<file path="src/rtl/blk_split_pkg.sv">
package blk_split_pkg;

  typedef enum logic [1:0] {
    SZ_HALF  = 2'd0,
    SZ_WORD  = 2'd1,
    SZ_BURST = 2'd2
  } size_e;

  typedef enum logic {
    ST_IDLE = 1'b0,
    ST_RUN  = 1'b1
  } state_e;

  function automatic logic [2:0] make_op(size_e sz, logic wr);
    return {sz, wr};
  endfunction

endpackage

</file>
<file path="src/rtl/blk_split_check.sv">
module blk_split_check #(
  parameter int ADDR_W = 32,
  parameter int LEN_W  = 16,
  localparam int REM_W = LEN_W + 1
) (
  input  logic [ADDR_W-1:0] addr,
  input  logic [LEN_W-1:0]  len,
  input  logic              wr,
  output logic              ok,
  output logic [REM_W-1:0]  plen,
  output logic              pad
);

  // odd start is never legal; odd count only legal when writing (padded)
  assign ok   = !addr[0] && (wr || !len[0]);
  assign pad  = wr && len[0];
  assign plen = REM_W'(len) + REM_W'(pad);

endmodule

</file>
<file path="src/rtl/blk_split_pick.sv">
module blk_split_pick
  import blk_split_pkg::*;
#(
  parameter int REM_W     = 17,
  parameter int BURST_MAX = 240,
  parameter int CNT_W     = 8
) (
  input  logic [2:0]       addr_lo,
  input  logic [REM_W-1:0] rem,
  input  logic             wr,
  output size_e            size,
  output logic [2:0]       op,
  output logic [CNT_W-1:0] len
);

  logic [REM_W-1:0] rem_rnd;
  logic             half_ok;
  logic             word_ok;

  assign rem_rnd = rem & ~REM_W'(7);
  assign half_ok = (addr_lo == 3'd2) || (addr_lo == 3'd6) || (rem == REM_W'(2));
  assign word_ok = (addr_lo == 3'd4) || (rem <= REM_W'(6));

  always_comb begin
    if (half_ok) begin
      size = SZ_HALF;
      len  = CNT_W'(2);
    end else if (word_ok) begin
      size = SZ_WORD;
      len  = CNT_W'(4);
    end else begin
      size = SZ_BURST;
      if (rem_rnd > REM_W'(BURST_MAX)) len = CNT_W'(BURST_MAX);
      else                             len = rem_rnd[CNT_W-1:0];
    end
  end

  assign op = make_op(size, wr);

endmodule

</file>
<file path="src/rtl/blk_split_track.sv">
module blk_split_track
  import blk_split_pkg::*;
#(
  parameter int ADDR_W = 32,
  parameter int REM_W  = 17,
  parameter int CNT_W  = 8
) (
  input  logic              clk,
  input  logic              rst_n,
  input  logic              req_fire,
  input  logic              req_ok,
  input  logic [ADDR_W-1:0] req_addr,
  input  logic [REM_W-1:0]  req_plen,
  input  logic              req_pad,
  input  logic              req_wr,
  input  logic              cmd_fire,
  input  logic [CNT_W-1:0]  cmd_len,
  output logic              busy,
  output logic [ADDR_W-1:0] cur_addr,
  output logic [REM_W-1:0]  rem,
  output logic              pad_q,
  output logic              wr_q,
  output logic              last,
  output logic              done,
  output logic              err
);

  state_e state;

  assign busy = (state == ST_RUN);
  assign last = (rem == REM_W'(cmd_len));

  always_ff @(posedge clk) begin
    if (!rst_n) begin
      state    <= ST_IDLE;
      cur_addr <= '0;
      rem      <= '0;
      pad_q    <= 1'b0;
      wr_q     <= 1'b0;
      done     <= 1'b0;
      err      <= 1'b0;
    end else begin
      done <= 1'b0;
      err  <= 1'b0;
      unique case (state)
        ST_IDLE: begin
          if (req_fire) begin
            if (!req_ok) begin
              err <= 1'b1;
            end else if (req_plen == '0) begin
              done <= 1'b1;
            end else begin
              state    <= ST_RUN;
              cur_addr <= req_addr;
              rem      <= req_plen;
              pad_q    <= req_pad;
              wr_q     <= req_wr;
            end
          end
        end
        ST_RUN: begin
          if (cmd_fire) begin
            cur_addr <= cur_addr + ADDR_W'(cmd_len);
            rem      <= rem - REM_W'(cmd_len);
            if (last) begin
              state <= ST_IDLE;
              done  <= 1'b1;
            end
          end
        end
        default: state <= ST_IDLE;
      endcase
    end
  end

  // a rejection never coexists with an active transfer
  p_err_idle_r6: assert property (@(posedge clk) disable iff (!rst_n)
    err |-> !busy);

  // completion pulse only once the block has returned to idle
  p_done_idle_r8: assert property (@(posedge clk) disable iff (!rst_n)
    done |-> !busy);

  // a non-final handshake shrinks the remaining count and stays busy
  p_rem_shrinks_r5: assert property (@(posedge clk) disable iff (!rst_n)
    (cmd_fire && busy && !last) |=> (busy && rem < $past(rem)));

endmodule

</file>
<file path="src/rtl/blk_cmd_splitter.sv">
module blk_cmd_splitter
  import blk_split_pkg::*;
#(
  parameter int ADDR_W    = 32,
  parameter int LEN_W     = 16,
  parameter int BURST_MAX = 240,
  parameter int CNT_W     = $clog2(BURST_MAX + 1)
) (
  input  logic              clk,
  input  logic              rst_n,
  input  logic              req_valid,
  output logic              req_ready,
  input  logic [ADDR_W-1:0] req_addr,
  input  logic [LEN_W-1:0]  req_len,
  input  logic              req_write,
  output logic              cmd_valid,
  input  logic              cmd_ready,
  output logic [2:0]        cmd_op,
  output logic [ADDR_W-1:0] cmd_addr,
  output logic [CNT_W-1:0]  cmd_len,
  output logic              cmd_last,
  output logic              cmd_pad,
  output logic              busy,
  output logic              done,
  output logic              err
);

  localparam int REM_W = LEN_W + 1;

  logic             req_fire;
  logic             cmd_fire;
  logic             chk_ok;
  logic [REM_W-1:0] chk_plen;
  logic             chk_pad;
  logic [REM_W-1:0] rem;
  logic             pad_q;
  logic             wr_q;
  size_e            cmd_size;

  assign req_ready = !busy;
  assign req_fire  = req_valid && req_ready;
  assign cmd_valid = busy;
  assign cmd_fire  = cmd_valid && cmd_ready;
  assign cmd_pad   = pad_q && cmd_last;

  blk_split_check #(
    .ADDR_W (ADDR_W),
    .LEN_W  (LEN_W)
  ) u_check (
    .addr (req_addr),
    .len  (req_len),
    .wr   (req_write),
    .ok   (chk_ok),
    .plen (chk_plen),
    .pad  (chk_pad)
  );

  blk_split_pick #(
    .REM_W     (REM_W),
    .BURST_MAX (BURST_MAX),
    .CNT_W     (CNT_W)
  ) u_pick (
    .addr_lo (cmd_addr[2:0]),
    .rem     (rem),
    .wr      (wr_q),
    .size    (cmd_size),
    .op      (cmd_op),
    .len     (cmd_len)
  );

  blk_split_track #(
    .ADDR_W (ADDR_W),
    .REM_W  (REM_W),
    .CNT_W  (CNT_W)
  ) u_track (
    .clk      (clk),
    .rst_n    (rst_n),
    .req_fire (req_fire),
    .req_ok   (chk_ok),
    .req_addr (req_addr),
    .req_plen (chk_plen),
    .req_pad  (chk_pad),
    .req_wr   (req_write),
    .cmd_fire (cmd_fire),
    .cmd_len  (cmd_len),
    .busy     (busy),
    .cur_addr (cmd_addr),
    .rem      (rem),
    .pad_q    (pad_q),
    .wr_q     (wr_q),
    .last     (cmd_last),
    .done     (done),
    .err      (err)
  );

  // every presented command is naturally aligned to its size
  p_align_r1: assert property (@(posedge clk) disable iff (!rst_n)
    (cmd_valid && cmd_len == CNT_W'(2)) |-> !cmd_addr[0]);
  p_align_r2: assert property (@(posedge clk) disable iff (!rst_n)
    (cmd_valid && cmd_len == CNT_W'(4)) |-> (cmd_addr[1:0] == 2'b00));

  // bursts are non-empty multiples of 8, capped, on an 8-byte boundary
  p_burst_cap_r3: assert property (@(posedge clk) disable iff (!rst_n)
    (cmd_valid && cmd_op[2]) |->
      (cmd_len <= CNT_W'(BURST_MAX) && cmd_len != '0 &&
       cmd_len[2:0] == 3'b000 && cmd_addr[2:0] == 3'b000));

  // back-pressure keeps the descriptor frozen
  p_hold_r10: assert property (@(posedge clk) disable iff (!rst_n)
    (cmd_valid && !cmd_ready) |=>
      (cmd_valid && $stable(cmd_addr) && $stable(cmd_len) && $stable(cmd_op)));

  // the final handshake is followed by the completion pulse
  p_last_done_r8: assert property (@(posedge clk) disable iff (!rst_n)
    (cmd_fire && cmd_last) |=> done);

  // consecutive commands are contiguous
  p_contig_r5: assert property (@(posedge clk) disable iff (!rst_n)
    (cmd_fire && !cmd_last) |=>
      (cmd_valid && cmd_addr == $past(cmd_addr) + ADDR_W'($past(cmd_len))));

endmodule

</file>
<file path="config.mk">
export PLATFORM = sky130hd
export DESIGN_NAME = blk_cmd_splitter
export DESIGN_NICKNAME = d
export VERILOG_FILES = /design/src/rtl/blk_split_pkg.sv /design/src/rtl/blk_split_check.sv /design/src/rtl/blk_split_pick.sv /design/src/rtl/blk_split_track.sv /design/src/rtl/blk_cmd_splitter.sv
export SDC_FILE = /design/constraint.sdc
export NUM_CORES = 1
export LEC_CHECK = 0
export ABC_AREA = 1
export ABC_CLOCK_PERIOD_IN_PS = 3200
export CAP_MARGIN = 5
export CORE_MARGIN = 2
export CORE_UTILIZATION = 45
export CTS_CLUSTER_SIZE = 10
export DETAILED_ROUTE_END_ITERATION = 16
export PLACE_DENSITY = 0.71
export REMOVE_ABC_BUFFERS = 1
export SYNTH_ARGS = -nofsm -noshare
export SYNTH_HDL_FRONTEND = slang
export SYNTH_SLANG_ARGS = --single-unit
</file>
<file path="constraint.sdc">
create_clock -name clk -period 3.2 [get_ports clk]
set_input_delay 0.96 -clock clk [delete_from_list [all_inputs] [get_ports clk]]
set_output_delay 0.96 -clock clk [all_outputs]
set_load 0.005 [all_outputs]
</file>
==> flow_summary.json <==
{
  "peakVddDrop_uv": 221.6,
  "clk_latency_ps": 320,
  "clkSinkCount": 54,
  "crit_fanout": 4,
  "cts_tree": "done",
  "max_freq_ghz": 0.2688,
  "gp_congestion": 0.9592,
  "critical-path-max-stage-delay_ps": 350,
  "setup_tns_ps": -8306,
  "synth_edf_count": 0,
  "critPathBufInv": 5,
  "worst_pin_slew_ps": 659.1,
  "numPortBuffers": 101,
  "grt_use_met2": 0.4738,
  "drt_first_iter_violations": 552,
  "fin_crit_sh": 1.163,
  "slowest_stage": "dfxtp_2",
  "postRouteAntennaNets": 0,
  "worstPathCellList": "inv_2 > nand4_1 > nor2_1 > nand3_2 > o21ai_2 > inv_1 > nand4_1 > buf_6 > a21oi_4 > inv_1 > ha_4 > nand4_1 > nor4b_2 > buf_2",
  "synthDistinctLibCells": 43,
  "synth_area_per_cell_sq_um": 5.702,
  "synth_common_cells": "nand2_1 (257), nor2_1 (115), nand3_1 (93)",
  "wl_per_cell_um": 14.92,
  "synthArstFlopShare": 0,
  "final.setup_skew_ps": 8.680,
  "drv_slew": 0,
  "final_nets": 1130,
  "cp_data_required_time_ps": 2240,
  "wirelength_mm": 17.92,
  "route.vias.total": 6468,
  "crit_path_start_kind": "register",
  "min-delay-start": "u_track.wr_q$_SDFFE_PN0P_",
  "firstDrtPassIters": 5,
  "postPlaceCellArea_sq_um": 6724,
  "fill_cells": 852,
  "cts_hold_buffers": 0,
  "ys.flop_type": "dfxtp_1",
  "h-tree-depth": 2,
  "stdcell_area_sq_um": 7830,
  "maxCapViolations": 0,
  "ys_seq_area_frac": 0.2179,
  "syn_area_sq_um": 4961,
  "netlist.area_leader.share": 0.2179,
  "r2r_start": "u_track.rem[7]$_SDFFE_PN0P_",
  "grt_pass1_wl_mm": 26.10,
  "synth_most_common_cell": "nand2_1",
  "grt_util_met3": 0.02570,
  "drive_gt1_frac": 0.2573,
  "synthTopCellsByArea": "dfxtp_1 (22%), nand2_1 (19%), nand3_1 (9.4%)",
  "min_path_type": "reg2reg",
  "holdWs_ps": 467.2,
  "antenna_found_initial": 0,
  "p_leak_uw": 0.003675,
  "first_global_vias": 5679,
  "track_usage": 0.2710,
  "antenna_cells": 0,
  "p_per_area_nw_per_um2": 373.0,
  "max_slew_margin": 0.5572,
  "ys_ff_latch": 54,
  "grt_max_degree": 56,
  "startpoint": "u_track.rem[6]$_SDFFE_PN0P_",
  "worst_slack_ps": -520.2,
  "status": "finished with violations",
  "core_area_sq_um": 10790,
  "io_pins": 103,
  "initial_core_util": 0.4597,
  "top_usage_layer": "met2",
  "crit_type": "reg2out",
  "clock_path_buffers": 2,
  "rows": 38,
  "cts_buffers": 5,
  "met1_usage": 0.3496,
  "min_period_ps": 3720,
  "syn_to_final_growth_pct": 57.83,
  "dieHeight_um": 109.0,
  "gr-total-overflow": 0,
  "critPathArrivalTime_ps": 2760,
  "die_w_um": 109.0,
  "finalHoldViolCount": 0,
  "crit_family": "simple AND/OR/NAND/NOR gates",
  "synth_top_area_cell": "dfxtp_1",
  "die_area_sq_um": 11880,
  "netlist_instances": 870,
  "hpwl_mm": 11.42,
  "path_common_cell": "nand4_1",
  "cts-root-buf": "clkbuf_8",
  "clk_pin_slew_ps": 110,
  "final_util": 0.7255,
  "power.total_uw": 2921,
  "viasPerCell": 5.386,
  "synth-warning-count": 0,
  "route.detailed.drc": 0,
  "crit_path_end_kind": "primary output",
  "grt_setup_unrepaired": "true",
  "setup-violations-final": 37,
  "failed_checks": "negative setup slack"
}
## layout make-up
cell class	count	area [sq um]	share of cell area
sequential	54	1106	0.1413
clock inverter	3	40.04	0.005113
tap	140	175.2	0.02237
inverter	95	367.9	0.04698
multi-input combinational	679	3915	0.5000
timing repair buffer	225	2157	0.2755
clock buffer	5	68.82	0.008789
## metal layers
layer / part of all wire / up-vias
met5: 0 / -
met4: 0.025 / 0
met3: 0.063 / 50
met2: 0.49 / 275
met1: 0.43 / 2943
li1: - / 3200
## tightest hold or removal path: stages, from the launching register on
cell,delay (ps)
dfxtp_1,320
nand2_1,60
a21oi_1,50
## logic make-up (layout without fill, tap and decap cells)
family | after synthesis | in the layout | share of synthesized area
buffers and inverters | 137 | 328 | 0.1216
AOI/OAI and AO/OA | 113 | 113 | 0.1218
adders and majority gates | 17 | 17 | 0.04590
xor gates and xnor gates | 16 | 16 | 0.02825
and+or+nand+nor | 531 | 531 | 0.4618
other | 1 | 1 | 0.0007559
DFF | 54 | 54 | 0.2179
muxes | 1 | 1 | 0.002018
## registers in the layout (all words and copies together) (netlist names)
| signal | count |
|---|---|
| u_track.pad_q | 1 |
| u_track.done | 1 |
| u_track.err | 1 |
| u_track.cur_addr | 32 |
| u_track.rem | 17 |
| u_track.busy | 1 |
| u_track.wr_q | 1 |
## path summary, 6_finish.rpt
check,slack [ps],depth (start not counted),to
setup / recovery,-520,14,cmd_pad
hold reg to reg,470,2,u_track.wr_q$_SDFFE_PN0P_
setup reg to reg,-340,28,u_track.cur_addr[25]$_SDFFE_PN0P_
hold / removal,470,2,u_track.wr_q$_SDFFE_PN0P_
## per-stage QoR
step | std cells | worst slack [ps]
after floorplan | 828 | -225.3
after global placement | 1170 | -484.3
after detailed placement | 1170 | -515.0
after CTS | 1188 | -287.3
after global routing | 1201 | -610.6
final | 1201 | -520.2
## what timing repair did
item	CTS	global route
pin swaps	33	67
gates resized for setup	99	132
setup endpoints to repair	29	62
cloned	1	4
buffers inserted	9	12
## cells in the final DEF (no fill, tap or decap), types with 9 or more instances in the layout
cell,n
nand3b_1,12
xor2_1,12
nand4_1,21
buf_4,95
clkdlybuf4s50_1,91
ha_1,9
a21oi_1,45
o21ai_0,13
nor2_2,9
nor3_1,13
dfxtp_1,42
nand3_2,14
buf_6,19
nand2_2,18
inv_2,11
a21oi_2,15
nor2_1,98
nand2_4,9
nand2_1,233
nor2_4,12
o21ai_1,15
nand3_1,71
inv_1,79
## report_power, final
group          internal (uW)  switching, uW
logic                    787            839
clock network            231            257
registers                732           73.6
Power figures use the tool's default switching activity.
